## src/rtl/dma_fifo_ctl_regs.sv

```systemverilog
module dma_fifo_ctl_regs #(
  parameter int DEPTH = 16,
  localparam int CW = $clog2(DEPTH + 1)
) (
  input  logic          clk,
  input  logic          rst_n,
  input  logic [1:0]    reg_addr,
  input  logic          wr_en,
  input  logic [31:0]   wr_data,
  input  logic [3:0]    wr_be,
  input  logic          rd_en,
  output logic [31:0]   rd_data,
  input  logic          stream_en,
  input  logic          dual_buf,
  input  logic          cur_target,
  input  logic [1:0]    xfer_dir,
  input  logic [CW-1:0] fifo_cnt,
  output logic [31:0]   mem0_base,
  output logic [31:0]   mem1_base,
  output logic [1:0]    thresh_sel,
  output logic          fifo_mode,
  output logic          ferr_ie,
  output logic          thresh_hit
);

  localparam logic [1:0] A_M0 = 2'd0;
  localparam logic [1:0] A_M1 = 2'd1;
  localparam logic [1:0] A_FC = 2'd2;
  localparam int Q1 = DEPTH / 4;
  localparam int Q2 = DEPTH / 2;
  localparam int Q3 = (3 * DEPTH) / 4;

  logic [31:0] bmask;
  logic        base_open, force_fifo;
  logic [2:0]  lvl;
  logic [CW:0] cnt_x, thr_lim;

  assign bmask      = {{8{wr_be[3]}}, {8{wr_be[2]}}, {8{wr_be[1]}}, {8{wr_be[0]}}};
  assign base_open  = !stream_en || (dual_buf && cur_target);
  assign force_fifo = stream_en && (xfer_dir == 2'b10);
  assign cnt_x      = {1'b0, fifo_cnt};

  always_ff @(posedge clk or negedge rst_n)
    if (!rst_n) begin
      mem0_base <= '0;
      mem1_base <= '0;
    end else if (wr_en && base_open) begin
      if (reg_addr == A_M0) mem0_base <= (mem0_base & ~bmask) | (wr_data & bmask);
      if (reg_addr == A_M1) mem1_base <= (mem1_base & ~bmask) | (wr_data & bmask);
    end

  always_ff @(posedge clk or negedge rst_n)
    if (!rst_n) begin
      thresh_sel <= 2'b01;
      fifo_mode  <= 1'b0;
      ferr_ie    <= 1'b0;
    end else begin
      if (wr_en && wr_be[0] && reg_addr == A_FC) begin
        ferr_ie <= wr_data[7];
        fifo_mode <= wr_data[2];
        if (!stream_en) thresh_sel <= wr_data[1:0];
      end
      if (force_fifo) fifo_mode <= 1'b1;
    end

  always_comb begin
    if (fifo_cnt == '0)             lvl = 3'b100;
    else if (cnt_x >= (CW+1)'(DEPTH)) lvl = 3'b101;
    else if (cnt_x >= (CW+1)'(Q3))  lvl = 3'b011;
    else if (cnt_x >= (CW+1)'(Q2))  lvl = 3'b010;
    else if (cnt_x >= (CW+1)'(Q1))  lvl = 3'b001;
    else                            lvl = 3'b000;
  end

  always_comb
    case (thresh_sel)
      2'b00:   thr_lim = (CW+1)'(Q1);
      2'b01:   thr_lim = (CW+1)'(Q2);
      2'b10:   thr_lim = (CW+1)'(Q3);
      default: thr_lim = (CW+1)'(DEPTH);
    endcase

  assign thresh_hit = fifo_mode && (cnt_x >= thr_lim);

  always_comb begin
    rd_data = '0;
    if (rd_en)
      case (reg_addr)
        A_M0:    rd_data = mem0_base;
        A_M1:    rd_data = mem1_base;
        A_FC:    rd_data = {24'd0, ferr_ie, 1'b0, lvl, fifo_mode, thresh_sel};
        default: rd_data = '0;
      endcase
  end


  base_lock_chk: assert property (@(posedge clk) disable iff (!rst_n)
    (stream_en && !(dual_buf && cur_target)) |=> ($stable(mem0_base) && $stable(mem1_base)));


  thr_lock_chk: assert property (@(posedge clk) disable iff (!rst_n)
    stream_en |=> $stable(thresh_sel));


  m2m_force_chk: assert property (@(posedge clk) disable iff (!rst_n)
    (stream_en && xfer_dir == 2'b10) |=> fifo_mode);


  direct_nohit_chk: assert property (@(posedge clk) disable iff (!rst_n)
    !fifo_mode |-> !thresh_hit);


  empty_code_chk: assert property (@(posedge clk) disable iff (!rst_n)
    (rd_en && reg_addr == A_FC && fifo_cnt == '0) |-> (rd_data[5:3] == 3'b100));


  resv_zero_chk: assert property (@(posedge clk) disable iff (!rst_n)
    (rd_en && reg_addr == A_FC) |-> (rd_data[31:8] == '0 && !rd_data[6] && rd_data[5:4] != 2'b11));

endmodule

```

## config.mk

```make
export PLATFORM = sky130hd
export DESIGN_NAME = dma_fifo_ctl_regs
export DESIGN_NICKNAME = d
export VERILOG_FILES = /design/src/rtl/dma_fifo_ctl_regs.sv
export SDC_FILE = /design/constraint.sdc
export NUM_CORES = 1
export LEC_CHECK = 0
export BUFFER_PORTS_ARGS = -buffer_cell sky130_fd_sc_hd__buf_2
export CORE_AREA = 2 2 85 87
export CTS_CLUSTER_DIAMETER = 80
export CTS_CLUSTER_SIZE = 40
export DETAILED_ROUTE_END_ITERATION = 10
export DIE_AREA = 0 0 87 89
export GPL_TIMING_DRIVEN = 0
export PLACE_DENSITY_LB_ADDON = 0.08
export SLEW_MARGIN = 20
export SYNTH_ARGS = -nofsm -noshare
export SYNTH_HDL_FRONTEND = slang
export SYNTH_SLANG_ARGS = --single-unit
```

## constraint.sdc

```tcl
create_clock -name clk -period 3.5 [get_ports clk]
set_clock_uncertainty 0.2 [all_clocks]
set_input_delay 0.7 -clock clk [delete_from_list [all_inputs] [get_ports clk]]
set_output_delay 0.7 -clock clk [all_outputs]
set_load 0.02 [all_outputs]
```

==> results.md, run 1 <==
* Outcome: complete, no violations
* Iter 0 DRT Violations at roughly 110
* Hold_buf cts at 0
* NumNets Final at about 480
* Max-cap viol count at 0
* Multi-input gate area at 1580 µm²
* Most frequent CP cell: buf_2
* Final hold violation count at 0
* Share of cells above drive strength 1 at between 50% and 60%
* Synthesized area at ~3300 µm²
* DP Wirelength at ~6.2 mm
* Core Rows at 30
* Syn_nets at approximately 320
* Seq/Total Area, Yosys at 50.9%
* CTS Sinks at 68
* Clock tree buffer depth at 2
* Antenna diodes at 0
* Register Area at approximately 1700 µm²
* Crit-path cells: buf_2, clkbuf_1, nor2b_1, nand2_1, a21boi_0, buf_2
* Post-synth top cells: 67 x dfrtp_1, 65 x mux2_2, 30 x mux2i_1
* Delay-heaviest family, CP: buffers and inverters
* Final setup viols at 0
* Max incr delay on CP at ~430 ps
* Setup bufs post-CTS at 0
* Depth of the CTS H-tree at 3
* Gr ovfl total at 0
* Ys Warns at 0
* CTS tree: done
* Die height at 89 µm
* Worst Path Required at around 2600 ps
* Filler Cells Inserted at 541
* Port bufs at ~150
* Initial Util at about 50%
* Vias in the first global route at roughly 2600
* Setup_tns at 0 ps
* Routed Antenna Nets at 0
* FF-to-FF End: fifo_mode
* Post-synth ARST share at 100%
* GRT Util Overall at a little over a fifth
* Critical Path Source Type: input pin
* Crit end category: output pin
* R2R Setup Slk at approximately 2500 ps
* RSZ-0062 raised after global routing: no
* Crit. Startpoint: reg_addr[0]
* Min-delay worst type: in -> async
* Root buf cell: clkbuf_8
* DIE AREA at between 7000 and 8000 µm²
* Leading area contributor after synthesis: dfrtp_1
* First-pass GRT wire length at 12.9 mm
* Max-slew violations at 0
* Total Wirelength at approximately 8.2 mm
* Hold slack at 102 ps
* Antenna violations before repair at 0
* Core region area at approximately 6700 µm²
* Worst-margin pin slew at roughly 520 ps
* Max FO, Critical Path at 10
* Leakage power at 2.32 nW
* Slowest cell on the critical path: nor2b_1
* Count leader, synth: dfrtp_1
* Vias at 2706
* WL/cell at 16.0 µm
* #FFs+latches synth at just under 70
* Bufs and invs on worst path at 3
* DRC violations left at 0
* Placer Congestion at between 0.8 and 0.9
* PD cells at about 600 nW/µm²
* Die W at approximately 87 µm
* Fmax at between 0.3 and 0.4 GHz
* Clock Latency Late Sink at 330 ps
* Relative slew slack at between 60% and 70%
* Unique masters post-synth at 30
* Via/cell ratio at between 5 and 6
* PostCTS Resize Cnt at 0
* Avg Inst Size Synth at roughly 13 µm²
* Largest net degree at the start of global routing at 37
* Clk slew on worst S/H paths at 70 ps
* Top-area cell type share of the netlist area at roughly 50%
* Fin worst setup slack at ~480 ps
* Crit Path Class: in -> out
* Most used DFF post-synth: dfrtp_1
* First-pass iteration count of the detailed router at 4
* Arr. time, crit path at between 2000 and 2500 ps
* Layout area overhead at 32.0%
* CTS Buf Count at 9
* Io pins at 153
* Largest cells by area after synthesis: dfrtp_1 50%, mux2_2 22%, mux2i_1 9.0%
* Final min period at slightly above 3000 ps
* Number of flops mapped to enable cells by yosys at 0
* Peak VDD IR at a little over 0.0004 V
* Final worst-path cycle share at 86.3%
* RR Startpoint: fifo_mode
* Worst slack, placed at a little under 500 ps
* Cells after Synth at between 200 and 300
* Number of cells on the worst reg-to-reg path at 2
power by group:
| part | leakage, nW | switching [mW] | internal (mW) |
|---|---|---|---|
| Sequential | 0.824 | 0.143 | 0.979 |
| Combinational | 1.40 | 0.542 | 0.392 |
| Clock | 0.0982 | 0.287 | 0.311 |
metal layers:
| metal | wire length, µm | GRT usage [%] | up-vias |
|---|---|---|---|
| met2 | 3840 | 34.8 | 106 |
| met1 | 3500 | 28.1 | 1314 |
| met3 | 651 | 6.00 | 21 |
| met5 | 0 | 0 | - |
| met4 | 206 | 8.95 | 0 |
| li1 | - | - | 1265 |
through the flow:
step | instances | power [mW] | util [%] | cell area, µm²
after CTS | 512 | 2.68 | 65.8 | 4420
after global placement | 495 | 2.05 | 62.6 | 4210
final | 512 | 2.65 | 65.8 | 4420
after floorplan | 263 | 1.71 | - | 3350
after global routing | 512 | 2.80 | 65.8 | 4420
after detailed placement | 496 | 2.08 | 63.0 | 4230
cell type report:
cell class	count	share of cell area (%)
sequential	68	38.5
multi-input combinational	180	35.8
timing repair buffer	153	17.7
clock buffer	12	3.74
tap	80	2.27
buffer	9	0.935
clock inverter	4	0.510
inverter	6	0.510
worst max-delay path by stage:
stage                       endpoint  slack, ps  cells past startpoint
after global routing      rd_data[0]        350                      6
after global placement    rd_data[3]        510                      6
final                     rd_data[3]        480                      6
after CTS                 thresh_hit        470                      7
after floorplan           rd_data[4]        810                      4
after detailed placement  rd_data[3]        490                      6
cell usage in the layout, fill, tap and decap left out:
| cell type | count |
|---|---|
| or2_2 | 4 |
| nand4b_1 | 1 |
| nor3_4 | 4 |
| inv_2 | 1 |
| a211oi_1 | 1 |
| nor3_1 | 1 |
| inv_1 | 5 |
| a311oi_1 | 1 |
| nand2_1 | 13 |
| o21ai_0 | 2 |
| a21bo_1 | 1 |
| buf_4 | 1 |
| ha_1 | 4 |
| a211o_1 | 1 |
| buf_12 | 1 |
| nor2b_1 | 3 |
| clkinv_2 | 3 |
| nor2_1 | 29 |
| clkinvlp_4 | 1 |
| nand3b_1 | 1 |
| clkbuf_8 | 12 |
| mux2i_1 | 30 |
| clkbuf_1 | 3 |
| buf_2 | 157 |
| a21boi_0 | 5 |
| nor4_1 | 1 |
| dfrtp_1 | 67 |
| dfstp_2 | 1 |
| a21boi_2 | 1 |
| mux2_1 | 2 |
| nand2b_1 | 2 |
| mux2_2 | 65 |
| o311a_1 | 1 |
| a21oi_1 | 3 |
| nand4_2 | 4 |
kinds of logic after synthesis:
| family | count (synthesis) | share of synthesized area, % |
|---|---|---|
| compound gates | 16 | 3.55 |
| fa+ha+maj | 4 | 1.50 |
| buf+inv | 15 | 1.91 |
| flops | 68 | 50.9 |
| mux | 97 | 31.5 |
| simple gates | 63 | 10.7 |
Power figures use the tool's default switching activity.
==> run 2, diff against run 1 <==
--- a/config.mk
+++ b/config.mk
@@ -13,6 +13,8 @@
 export DIE_AREA = 0 0 87 89
 export GPL_TIMING_DRIVEN = 0
 export PLACE_DENSITY_LB_ADDON = 0.08
+export RECOVER_POWER = 25
+export REMOVE_ABC_BUFFERS = 1
 export SLEW_MARGIN = 20
 export SYNTH_ARGS = -nofsm -noshare
 export SYNTH_HDL_FRONTEND = slang
==> run 2 against run 1 <==
Effect of this change: the flow now finishes with violations (max-capacitance violations, max-slew violations); fmax shrank 7.7%; clock-buffer cell count decreased by 3; highest routed layer unchanged; die area unchanged; critical path type unchanged; first-iteration DRC count decreased by 32%.
==> results.md, run 2 (synthesized netlist as in run 1, its figures left out) <==
* Max-slew violations at 35 (was 0)
* Most frequent CP cell: buf_2 (unchanged)
* Final hold violation count at 0 (unchanged)
* Delay-heaviest family, CP: buffers and inverters (unchanged)
* Bufs and invs on worst path at 2 (was 3)
* Final setup viols at 0 (unchanged)
* Antenna violations before repair at 0 (unchanged)
* Final min period at 3270 ps (was 3020 ps)
* CTS Buf Count at 9 (unchanged)
* Outcome: complete, but fails checks (was complete, no violations)
* Crit. Startpoint: reg_addr[0] (unchanged)
* Antenna diodes at 0 (unchanged)
* Initial Util at 49.8% (unchanged)
* Switching Power at 0.982 mW (was 0.972 mW)
* Iter 0 DRT Violations at 77 (was 114)
* RR Startpoint: fifo_mode (unchanged)
* Hold slack at 329 ps (was 102 ps)
* GRT Util Overall at 20.6% (was 21.8%)
* Clock Latency Late Sink at 330 ps (about the same)
* Routed Antenna Nets at 0 (unchanged)
* NumNets Final at 474 (was 483)
* Clock tree buffer depth at 2 (unchanged)
* Worst Path Required at 2600 ps (about the same)
* Most frequent cells in the layout: 151 x buf_2, 67 x dfrtp_1, 65 x mux2_2 (was 157 x buf_2, 67 x dfrtp_1, 65 x mux2_2)
* Crit-path cells: buf_2, nor2b_1, nand2_1, a21boi_0, buf_2 (was buf_2, clkbuf_1, nor2b_1, nand2_1, a21boi_0, buf_2)
* Filler Cells Inserted at 583 (was 541)
* Io pins at 153 (unchanged)
* Core Rows at 30 (unchanged)
* Port bufs at 152 (unchanged)
* Clock power frac at 23.5% (was 22.5%)
* Worst-margin pin slew at 1820 ps (was 519 ps)
* Die W at 87 µm (unchanged)
* DIE AREA at 7740 µm² (unchanged)
* Critical Path Source Type: input pin (unchanged)
* Share of cells above drive strength 1 at 58.6% (was 59.0%)
* Final worst-path cycle share at 93.4% (was 86.3%)
* Power Total at 2.67 mW (was 2.65 mW)
* Arr. time, crit path at 2370 ps (was 2120 ps)
* Fmax at 0.306 GHz (was 0.331 GHz)
* Core region area at 6720 µm² (unchanged)
* Max-cap viol count at 1 (was 0)
* Vias at 2619 (was 2706)
* Sequential power share at 42.0% (was 42.3%)
* Setup bufs post-CTS at 0 (unchanged)
* Clk slew on worst S/H paths at 70 ps (about the same)
* M1 WL at 3.50 mm (about the same)
* DR WL met3 at 553 µm (was 651 µm)
* Placer Congestion at 0.894 (was 0.839)
* Failing checks: max-capacitance violations, max-slew violations
* DP Area at 4190 µm² (was 4230 µm²)
* Crit end category: output pin (unchanged)
* Setup_tns at 0 ps (unchanged)
* Commonest non-fill, non-tap cell in the layout: buf_2 (unchanged)
* Int Power at 1.69 mW (was 1.68 mW)
* Min-delay worst type: reg -> reg (was in -> async)
* Via/cell ratio at 5.21 (was 5.29)
* Layout area overhead at 30.3% (was 32.0%)
* Leakage power at 2.28 nW (was 2.32 nW)
* Combinational share of power at 34.5% (was 35.2%)
* Max FO, Critical Path at 38 (was 10)
* Hold_buf cts at 0 (unchanged)
* Vias in the first global route at 2403 (was 2605)
* First-pass iteration count of the detailed router at 4 (unchanged)
* WL/cell at 15.8 µm (was 16.0 µm)
* Highest signal layer in the routed design: met4 (unchanged)
* Peak VDD IR at 0.000328 V (was 0.000408 V)
* Net Sw Frac at 36.8% (was 36.6%)
* Gr ovfl total at 0 (unchanged)
* Crit Path Class: in -> out (unchanged)
* Largest net degree at the start of global routing at 39 (was 37)
* Depth of the CTS H-tree at 3 (unchanged)
* Max incr delay on CP at 740 ps (was 430 ps)
* PD cells at 612 nW/µm² (was 601 nW/µm²)
* CTS tree: done (unchanged)
* Die height at 89 µm (unchanged)
* RSZ-0062 raised after global routing: no (unchanged)
* Design Area, Final at 4360 µm² (was 4420 µm²)
* Root buf cell: clkbuf_8 (unchanged)
* First-pass GRT wire length at 12.1 mm (was 12.9 mm)
* Relative slew slack at -21.2% (was 65.2%)
* PostCTS Resize Cnt at 0 (unchanged)
* DP Wirelength at 5.82 mm (was 6.24 mm)
* Met2 WL post-DR at 3.84 mm (about the same)
* Total Wirelength at 7.97 mm (was 8.20 mm)
* CTS Sinks at 68 (unchanged)
* DRC violations left at 0 (unchanged)
* Slowest cell on the critical path: buf_2 (was nor2b_1)
-- run 2: cell count changes in the layout (fill, tap and decap cells not counted), sizes merged --
cell and change:
buf -8, clkinvlp +2, bufinv +1, clkbuf -4
-- run 2: final timing paths --
| check | end | slack, ps | cells after the start |
|---|---|---|---|
| setup / recovery | rd_data[2] | 230 | 5 |
| hold / removal | flop | 330 | 1 |
| setup reg to reg | fifo_mode | 2510 | 2 |
| hold reg to reg | flop | 330 | 1 |
| max in group asynchronous | asynchronous set/reset pin | 780 | 2 |
| min in group asynchronous | asynchronous set/reset pin | 640 | 1 |
-- run 2: final cells by class --
cell class	count	area (µm²)	area share, %
clock inverter	7	67.6	1.55
sequential	68	1700	39.0
timing repair buffer	153	764	17.5
tap	80	100	2.29
multi-input combinational	180	1580	36.2
inverter	6	22.5	0.516
clock buffer	9	124	2.84
-- run 2: power by group through the flow --
stage | Sequential [mW] | Combinational, mW | Clock [mW]
2_1_floorplan | 1.36 | 0.346 | 0
3_5_place_dp | 1.14 | 0.934 | 0
6_report | 1.12 | 0.922 | 0.626
5_1_grt | 1.15 | 0.996 | 0.675
3_3_place_gp | 1.13 | 0.913 | 0
4_1_cts | 1.12 | 0.937 | 0.641
-- run 2: per-layer routing --
layer	up-vias	GRT usage, %
met3	6	5.36
li1	1251	-
met4	0	7.24
met5	-	0
met2	89	33.0
met1	1273	27.2
-- run 2: per-stage QoR --
stage	setup WS, ps	utilization (%)	instances
after global routing	124	64.9	503
after CTS	231	65.2	503
final	229	64.9	503
after floorplan	878	-	254
after global placement	196	62.0	486
after detailed placement	234	62.3	487
-- run 2: worst reg2reg max path, delay by kind of cell (launching register included) --
family | cells | cell delay [ps]
compound gates | 1 | 100
mux | 1 | 140
flops | 1 | 440
